**src/rtl/tbljmp_pkg.sv**
```systemverilog
package tbljmp_pkg;
  localparam int unsigned MODE_W   = 6;
  localparam int unsigned IDX_W    = 8;
  localparam int unsigned IDX_LSB  = 2;
  localparam int unsigned LINK_MIN = 32;

  typedef enum logic [1:0] {
    TJ_IDLE = 2'd0,
    TJ_REQ  = 2'd1,
    TJ_WAIT = 2'd2
  } tj_state_e;

  function automatic int unsigned entry_shift(input int unsigned xlen);
    return (xlen == 64) ? 3 : 2;
  endfunction
endpackage

```
**src/rtl/tbljmp_rst_sync.sv**
```systemverilog
module tbljmp_rst_sync (
  input  logic clk,
  input  logic rst_n,
  output logic rst_sync_n
);
  logic [1:0] sync_q;

  always_ff @(posedge clk or negedge rst_n) begin
    if (!rst_n) sync_q <= 2'b00;
    else        sync_q <= {sync_q[0], 1'b1};
  end

  assign rst_sync_n = sync_q[1];
endmodule

```
**src/rtl/tbljmp_vec_csr.sv**
```systemverilog
module tbljmp_vec_csr
  import tbljmp_pkg::*;
#(
  parameter int unsigned XLEN = 32
) (
  input  logic            clk,
  input  logic            rst_n,
  input  logic            csr_we,
  input  logic [XLEN-1:0] csr_wdata,
  output logic [XLEN-1:0] csr_rdata,
  output logic [XLEN-1:0] base_addr,
  output logic            mode_bad
);
  localparam int unsigned BASE_W = XLEN - MODE_W;

  logic [BASE_W-1:0] base_q, base_d;
  logic              bad_q, bad_d;

  always_comb begin
    base_d = base_q;
    bad_d  = bad_q;
    if (csr_we) begin
      base_d = csr_wdata[XLEN-1:MODE_W];
      bad_d  = |csr_wdata[MODE_W-1:0];
    end
  end

  always_ff @(posedge clk or negedge rst_n) begin
    if (!rst_n) begin
      base_q <= '0;
      bad_q  <= 1'b0;
    end else begin
      base_q <= base_d;
      bad_q  <= bad_d;
    end
  end

  assign base_addr = {base_q, {MODE_W{1'b0}}};
  assign csr_rdata = base_addr;
  assign mode_bad  = bad_q;

  AST_CSR_BASE_WRITTEN: assert property (@(posedge clk) disable iff (!rst_n)
    csr_we |=> csr_rdata[XLEN-1:MODE_W] == $past(csr_wdata[XLEN-1:MODE_W]));
  AST_CSR_BAD_TRACKS: assert property (@(posedge clk) disable iff (!rst_n)
    csr_we |=> mode_bad == $past(|csr_wdata[MODE_W-1:0]));
endmodule

```
**src/rtl/tbljmp_decode.sv**
```systemverilog
module tbljmp_decode
  import tbljmp_pkg::*;
#(
  parameter int unsigned XLEN = 32
) (
  input  logic [15:0]     instr,
  input  logic [XLEN-1:0] base_addr,
  output logic [XLEN-1:0] entry_addr,
  output logic            link
);
  localparam int unsigned SH = entry_shift(XLEN);

  logic [IDX_W-1:0] idx;
  logic [XLEN-1:0]  offset;
  logic             unused_bits;

  assign idx         = instr[IDX_LSB +: IDX_W];
  assign unused_bits = ^{instr[15:IDX_LSB+IDX_W], instr[IDX_LSB-1:0]};

  generate
    if (SH == 3) begin : g_stride8
      assign offset = {{(XLEN-IDX_W-3){1'b0}}, idx, 3'b000};
    end else begin : g_stride4
      assign offset = {{(XLEN-IDX_W-2){1'b0}}, idx, 2'b00};
    end
  endgenerate

  assign entry_addr = base_addr + offset;
  assign link       = (idx >= IDX_W'(LINK_MIN));
endmodule

```
**src/rtl/tbljmp_ctrl.sv**
```systemverilog
module tbljmp_ctrl
  import tbljmp_pkg::*;
#(
  parameter int unsigned XLEN = 32
) (
  input  logic            clk,
  input  logic            rst_n,
  input  logic            issue_valid,
  input  logic [XLEN-1:0] issue_pc,
  input  logic [XLEN-1:0] entry_addr,
  input  logic            link,
  input  logic            mode_bad,
  input  logic            mem_resp_valid,
  input  logic [XLEN-1:0] mem_resp_data,
  output logic            busy,
  output logic            mem_req_valid,
  output logic [XLEN-1:0] mem_req_addr,
  output logic            redirect_valid,
  output logic [XLEN-1:0] redirect_pc,
  output logic            ra_we,
  output logic [XLEN-1:0] ra_wdata,
  output logic            illegal
);
  tj_state_e       st_q, st_d;
  logic            load_en, take_en, ill_d;
  logic [XLEN-1:0] addr_q, ret_q, tgt_q;
  logic            link_q, redir_q, ra_we_q, ill_q;

  always_comb begin
    st_d    = st_q;
    load_en = 1'b0;
    take_en = 1'b0;
    ill_d   = 1'b0;
    unique case (st_q)
      TJ_IDLE: if (issue_valid) begin
        if (mode_bad) ill_d = 1'b1;
        else begin
          load_en = 1'b1;
          st_d    = TJ_REQ;
        end
      end
      TJ_REQ:  st_d = TJ_WAIT;
      TJ_WAIT: if (mem_resp_valid) begin
        take_en = 1'b1;
        st_d    = TJ_IDLE;
      end
      default: st_d = TJ_IDLE;
    endcase
  end

  always_ff @(posedge clk or negedge rst_n) begin
    if (!rst_n) begin
      st_q    <= TJ_IDLE;
      redir_q <= 1'b0;
      ra_we_q <= 1'b0;
      ill_q   <= 1'b0;
    end else begin
      st_q    <= st_d;
      redir_q <= take_en;
      ra_we_q <= take_en & link_q;
      ill_q   <= ill_d;
    end
  end

  always_ff @(posedge clk) begin
    if (load_en) begin
      addr_q <= entry_addr;
      ret_q  <= issue_pc + XLEN'(2);
      link_q <= link;
    end
    if (take_en) tgt_q <= mem_resp_data;
  end

  assign busy           = (st_q != TJ_IDLE);
  assign mem_req_valid  = (st_q == TJ_REQ);
  assign mem_req_addr   = addr_q;
  assign redirect_valid = redir_q;
  assign redirect_pc    = tgt_q;
  assign ra_we          = ra_we_q;
  assign ra_wdata       = ret_q;
  assign illegal        = ill_q;

  AST_REQ_SINGLE: assert property (@(posedge clk) disable iff (!rst_n)
    mem_req_valid |=> !mem_req_valid);
  AST_BUSY_ON_ISSUE: assert property (@(posedge clk) disable iff (!rst_n)
    (!busy && issue_valid && !mode_bad) |=> (busy && mem_req_valid));
  AST_REDIR_PULSE: assert property (@(posedge clk) disable iff (!rst_n)
    redirect_valid |=> !redirect_valid);
  AST_LINK_WITH_REDIR: assert property (@(posedge clk) disable iff (!rst_n)
    ra_we |-> redirect_valid);
  AST_ILLEGAL_QUIET: assert property (@(posedge clk) disable iff (!rst_n)
    illegal |-> (!busy && !redirect_valid && !ra_we));
  AST_IDLE_RESP_IGNORED: assert property (@(posedge clk) disable iff (!rst_n)
    (!busy && mem_resp_valid) |=> !redirect_valid);
endmodule

```
**src/rtl/tbljmp_unit.sv**
```systemverilog
module tbljmp_unit
  import tbljmp_pkg::*;
#(
  parameter int unsigned XLEN = 32
) (
  input  logic            clk,
  input  logic            rst_n,
  input  logic            csr_we,
  input  logic [XLEN-1:0] csr_wdata,
  output logic [XLEN-1:0] csr_rdata,
  input  logic            issue_valid,
  input  logic [15:0]     issue_instr,
  input  logic [XLEN-1:0] issue_pc,
  output logic            busy,
  output logic            mem_req_valid,
  output logic [XLEN-1:0] mem_req_addr,
  input  logic            mem_resp_valid,
  input  logic [XLEN-1:0] mem_resp_data,
  output logic            redirect_valid,
  output logic [XLEN-1:0] redirect_pc,
  output logic            ra_we,
  output logic [XLEN-1:0] ra_wdata,
  output logic            illegal
);
  logic            rst_sync_n;
  logic [XLEN-1:0] base_addr, entry_addr;
  logic            mode_bad, link;

  tbljmp_rst_sync u_rst (
    .clk        (clk),
    .rst_n      (rst_n),
    .rst_sync_n (rst_sync_n)
  );

  tbljmp_vec_csr #(.XLEN(XLEN)) u_csr (
    .clk       (clk),
    .rst_n     (rst_sync_n),
    .csr_we    (csr_we),
    .csr_wdata (csr_wdata),
    .csr_rdata (csr_rdata),
    .base_addr (base_addr),
    .mode_bad  (mode_bad)
  );

  tbljmp_decode #(.XLEN(XLEN)) u_dec (
    .instr      (issue_instr),
    .base_addr  (base_addr),
    .entry_addr (entry_addr),
    .link       (link)
  );

  tbljmp_ctrl #(.XLEN(XLEN)) u_ctrl (
    .clk            (clk),
    .rst_n          (rst_sync_n),
    .issue_valid    (issue_valid),
    .issue_pc       (issue_pc),
    .entry_addr     (entry_addr),
    .link           (link),
    .mode_bad       (mode_bad),
    .mem_resp_valid (mem_resp_valid),
    .mem_resp_data  (mem_resp_data),
    .busy           (busy),
    .mem_req_valid  (mem_req_valid),
    .mem_req_addr   (mem_req_addr),
    .redirect_valid (redirect_valid),
    .redirect_pc    (redirect_pc),
    .ra_we          (ra_we),
    .ra_wdata       (ra_wdata),
    .illegal        (illegal)
  );
endmodule

```
**config.mk**
```make
export PLATFORM = sky130hd
export DESIGN_NAME = tbljmp_unit
export DESIGN_NICKNAME = d
export VERILOG_FILES = /design/src/rtl/tbljmp_pkg.sv /design/src/rtl/tbljmp_rst_sync.sv /design/src/rtl/tbljmp_vec_csr.sv /design/src/rtl/tbljmp_decode.sv /design/src/rtl/tbljmp_ctrl.sv /design/src/rtl/tbljmp_unit.sv
export SDC_FILE = /design/constraint.sdc
export NUM_CORES = 1
export LEC_CHECK = 0
export BUFFER_PORTS_ARGS = -buffer_cell sky130_fd_sc_hd__clkbuf_2
export CORE_MARGIN = 3
export CORE_UTILIZATION = 50
export DETAILED_ROUTE_END_ITERATION = 8
export PLACE_DENSITY = 0.94
export SLEW_MARGIN = 15
export SYNTH_ARGS = -nofsm -noshare
export SYNTH_HDL_FRONTEND = slang
export SYNTH_SLANG_ARGS = --single-unit
```
**constraint.sdc**
```tcl
create_clock -name clk -period 2.5 [get_ports clk]
set_input_delay 0.125 -clock clk [delete_from_list [all_inputs] [get_ports clk]]
set_output_delay 0.125 -clock clk [all_outputs]
set_load 0.03 [all_outputs]
```
==> results.tsv <==
metric	value	unit
async_flop_share	26.4	%
rr_worst_depth	7	
hp-start	issue_instr[7]	
ys_ff_latch	129	
drive_above_1_share	44.1	%
wl_per_cell	18.7	µm
die_w	110	µm
max_freq	400	MHz
via_per_inst	5.10	
synth_area	0.00540	mm²
cts-htree-levels	4	
place_hpwl	9670	µm
syn_to_final_growth	55.9	%
reg2reg_from	u_csr.base_q[0]	
diodes	0	
setup_viol	0	
fin_crit	2.50	ns
yosysWarningCount	0	
r2r_slack	0.0008	ns
clock_sinks	129	
cts_tree	done	
leakagePower	3.64	nW
worstPathMaxFanout	8	
hold_violations	0	
clkSlewWorstSetupHoldPaths	0.06	ns
synth_cell_types	47	
critPathRequiredTime	2.73	ns
setup_slack	0.000771	ns
vias	4316	
io_pins	250	
fillerInstances	560	
first_pass_iters	4	
r2r_end	u_ctrl.mem_req_addr[28]	
post_cts_buffers	0	
startpoint_type	flop	
max-cap-violations	0	
grt_overflow	0	
tightest_slew	1.05	ns
ys_seq_area_share	68.5	%
place_inst	711	
yosys.area.top_type_share	52.8	%
whs_path_depth	4	
final_cells	846	
routabilityCongestion	0.771	
status	finished, final reports clean	
clock_path_buffers	2	
synth-main-ff-cell	edfxtp_1	
core_area	0.0104	mm²
syn_inst	344	
synthTopCellsByArea	edfxtp_1 (53%), dfrtp_1 (16%), mux2_2 (5.2%), xnor2_1 (4.5%), xor2_1 (3.9%)	
ir_drop	0.590	mV
dp_slack	0.100	ns
slew_viol_final	0	
hold_class	in2reg	
io_buffers	233	
grt_pass1_vias	4601	
crit_type	reg2reg	
maxSlewHeadroom	30.3	%
row_count	37	
grt.total_usage	26.5	%
period_share	100	%
cp.arrival	2.72	ns
nNetsFinal	820	
post-route-drc-count	0	
skew	0.00488	ns
clock_latency	0.50	ns
initial_core_util	51.9	%
grt_pass1_wl	23500	µm
synth_edf_count	95	
antenna_left	0	
powerDensity	692	mW/mm²
die_h	110	µm
cts_root_buffer	clkbuf_8	
antenna_found_initial	0	
dieArea	0.0121	mm²
wirelength	15900	µm
end_kind	flop	
cts_made_buffers	17	
synth.avg_cell_area	15.7	µm²
grt_max_degree	64	
min_to	u_ctrl.mem_req_addr[7]	
drtIter0Drc	217	
power	0.00583	W
yosysTopAreaCell	edfxtp_1	
[cell usage in the layout (no fill, tap or decap), drive strengths merged]
| cell type | synthesis | layout |
|---|---|---|
| a211o | 1 | 1 |
| a211oi | 1 | 1 |
| a21o | 1 | 1 |
| a21oi | 2 | 2 |
| a31oi | 1 | 1 |
| and2 | 2 | 2 |
| and3 | 5 | 5 |
| and3b | 1 | 1 |
| and4 | 9 | 9 |
| buf | 13 | 6 |
| bufinv | 0 | 6 |
| clkbuf | 2 | 251 |
| clkinv | 0 | 6 |
| clkinvlp | 0 | 1 |
| conb | 2 | 9 |
| dfrtp | 34 | 34 |
| dlygate4sd3 | 0 | 103 |
| edfxtp | 95 | 95 |
| fa | 1 | 1 |
| ha | 5 | 5 |
| inv | 7 | 8 |
| mux2 | 25 | 25 |
| nand2 | 18 | 18 |
| nand2b | 3 | 3 |
| nand3 | 14 | 14 |
| nand4 | 10 | 10 |
| nor2 | 14 | 14 |
| nor2b | 1 | 1 |
| nor3 | 4 | 4 |
| nor3b | 5 | 5 |
| nor4 | 7 | 7 |
| nor4b | 4 | 4 |
| o21a | 1 | 1 |
| o21ai | 1 | 1 |
| o2bb2ai | 1 | 1 |
| or2 | 1 | 1 |
| or3 | 1 | 1 |
| xnor2 | 28 | 28 |
| xor2 | 24 | 24 |
[stage by stage]
| stage | setup TNS (ns) | hold slack, ns | cell area [µm²] | utilization [%] |
|---|---|---|---|---|
| after floorplan | 0 | -0.171 | 5440 | - |
| after global placement | 0 | -0.0860 | 6730 | 64.6 |
| after detailed placement | 0 | -0.0793 | 6730 | 64.6 |
| after CTS | 0 | 0.104 | 8420 | 80.8 |
| after global routing | -0.155 | 0.153 | 8420 | 80.9 |
| final | 0 | 0.149 | 8420 | 80.9 |
[how the worst max path moves through the flow]
stage | startpoint | to | slack [ns]
6_report | u_csr.base_q[0] | u_ctrl.mem_req_addr[28] | 0.0008
4_1_cts | u_csr.base_q[0] | u_ctrl.mem_req_addr[22] | 0.07
2_1_floorplan | u_csr.base_q[0] | u_ctrl.mem_req_addr[28] | 0.20
5_1_grt | u_csr.base_q[0] | u_ctrl.mem_req_addr[28] | -0.15
3_5_place_dp | u_csr.base_q[0] | u_ctrl.mem_req_addr[22] | 0.10
3_3_place_gp | u_csr.base_q[0] | u_ctrl.mem_req_addr[22] | 0.19
[Yosys cell counts (3+ instances only)]
library cell	count
edfxtp_1	95
dfrtp_1	34
xnor2_1	28
mux2_2	25
xor2_1	24
nand2_1	18
nor2_1	14
nand3_1	10
nand4_1	9
and4_1	8
buf_4	8
inv_1	7
and3_1	5
ha_1	5
buf_2	4
nand2b_1	3
nand3_2	3
nor3_1	3
nor3b_1	3
nor4_4	3
[timing repair]
| item | in CTS | in global routing |
|---|---|---|
| hold endpoints to repair | 101 | 0 |
| gates resized for setup | 0 | 1 |
| hold buffers | 103 | 0 |
| endpoints found under the setup margin | 0 | 1 |
[cell families (layout without fill, tap and decap cells)]
group,count (synthesis),count (layout),synth area share [%]
AOI/OAI and AO/OA,9,9,1.13
other,2,9,0.139
muxes,25,25,5.21
buffers and inverters,22,381,2.32
and+or+nand+nor,99,99,12.7
xor gates and xnor gates,52,52,8.43
DFF,129,129,68.5
adders and majority gates,6,6,1.53
[sequential cells by signal (all words and copies together) (netlist names)]
name / flops
u_ctrl.illegal: 1
u_csr.mode_bad: 1
u_ctrl.link_q: 1
u_ctrl.mem_req_addr: 30
u_rst.sync_q: 2
u_ctrl.ra_we: 1
u_ctrl.st_q: 2
u_csr.base_q: 26
u_ctrl.ra_wdata: 32
u_ctrl.redirect_valid: 1
u_ctrl.redirect_pc: 32
[per-layer routing]
layer  track usage [%]  vias to the layer above  wire (µm)
li1                  -                     1969          -
met1              26.8                     2041       5400
met2              48.4                      246       8520
met3              7.40                       60       1230
met4              15.2                        0        696
met5                 0                        -          0
[critical path, cell delays in order (launching register included)]
cell       delay [ns]
dfrtp_1          0.37
ha_1             0.20
inv_1            0.06
fa_1             0.38
nand2b_1         0.16
o2bb2ai_1        0.37
nor4_1           0.54
xor2_1           0.14
[report_power, final]
part / internal (W) / switching, W / leakage (nW)
clock network: 0.00182 / 0.000890 / 0.317
logic: 0.000319 / 0.000358 / 2.06
registers: 0.00237 / 0.0000724 / 1.26
[area by class of cell]
| cell class | count | area (µm²) | share of cell area, % |
|---|---|---|---|
| Sequential cell | 129 | 3700 | 44.0 |
| Timing Repair Buffer | 342 | 2250 | 26.8 |
| Multi-Input combinational cell | 200 | 1620 | 19.2 |
| Clock buffer | 18 | 418 | 4.96 |
| Clock inverter | 14 | 236 | 2.81 |
| Tap cell | 136 | 170 | 2.02 |
| Inverter | 7 | 26.3 | 0.312 |
No activity file was read; power rests on OpenSTA's default activity.
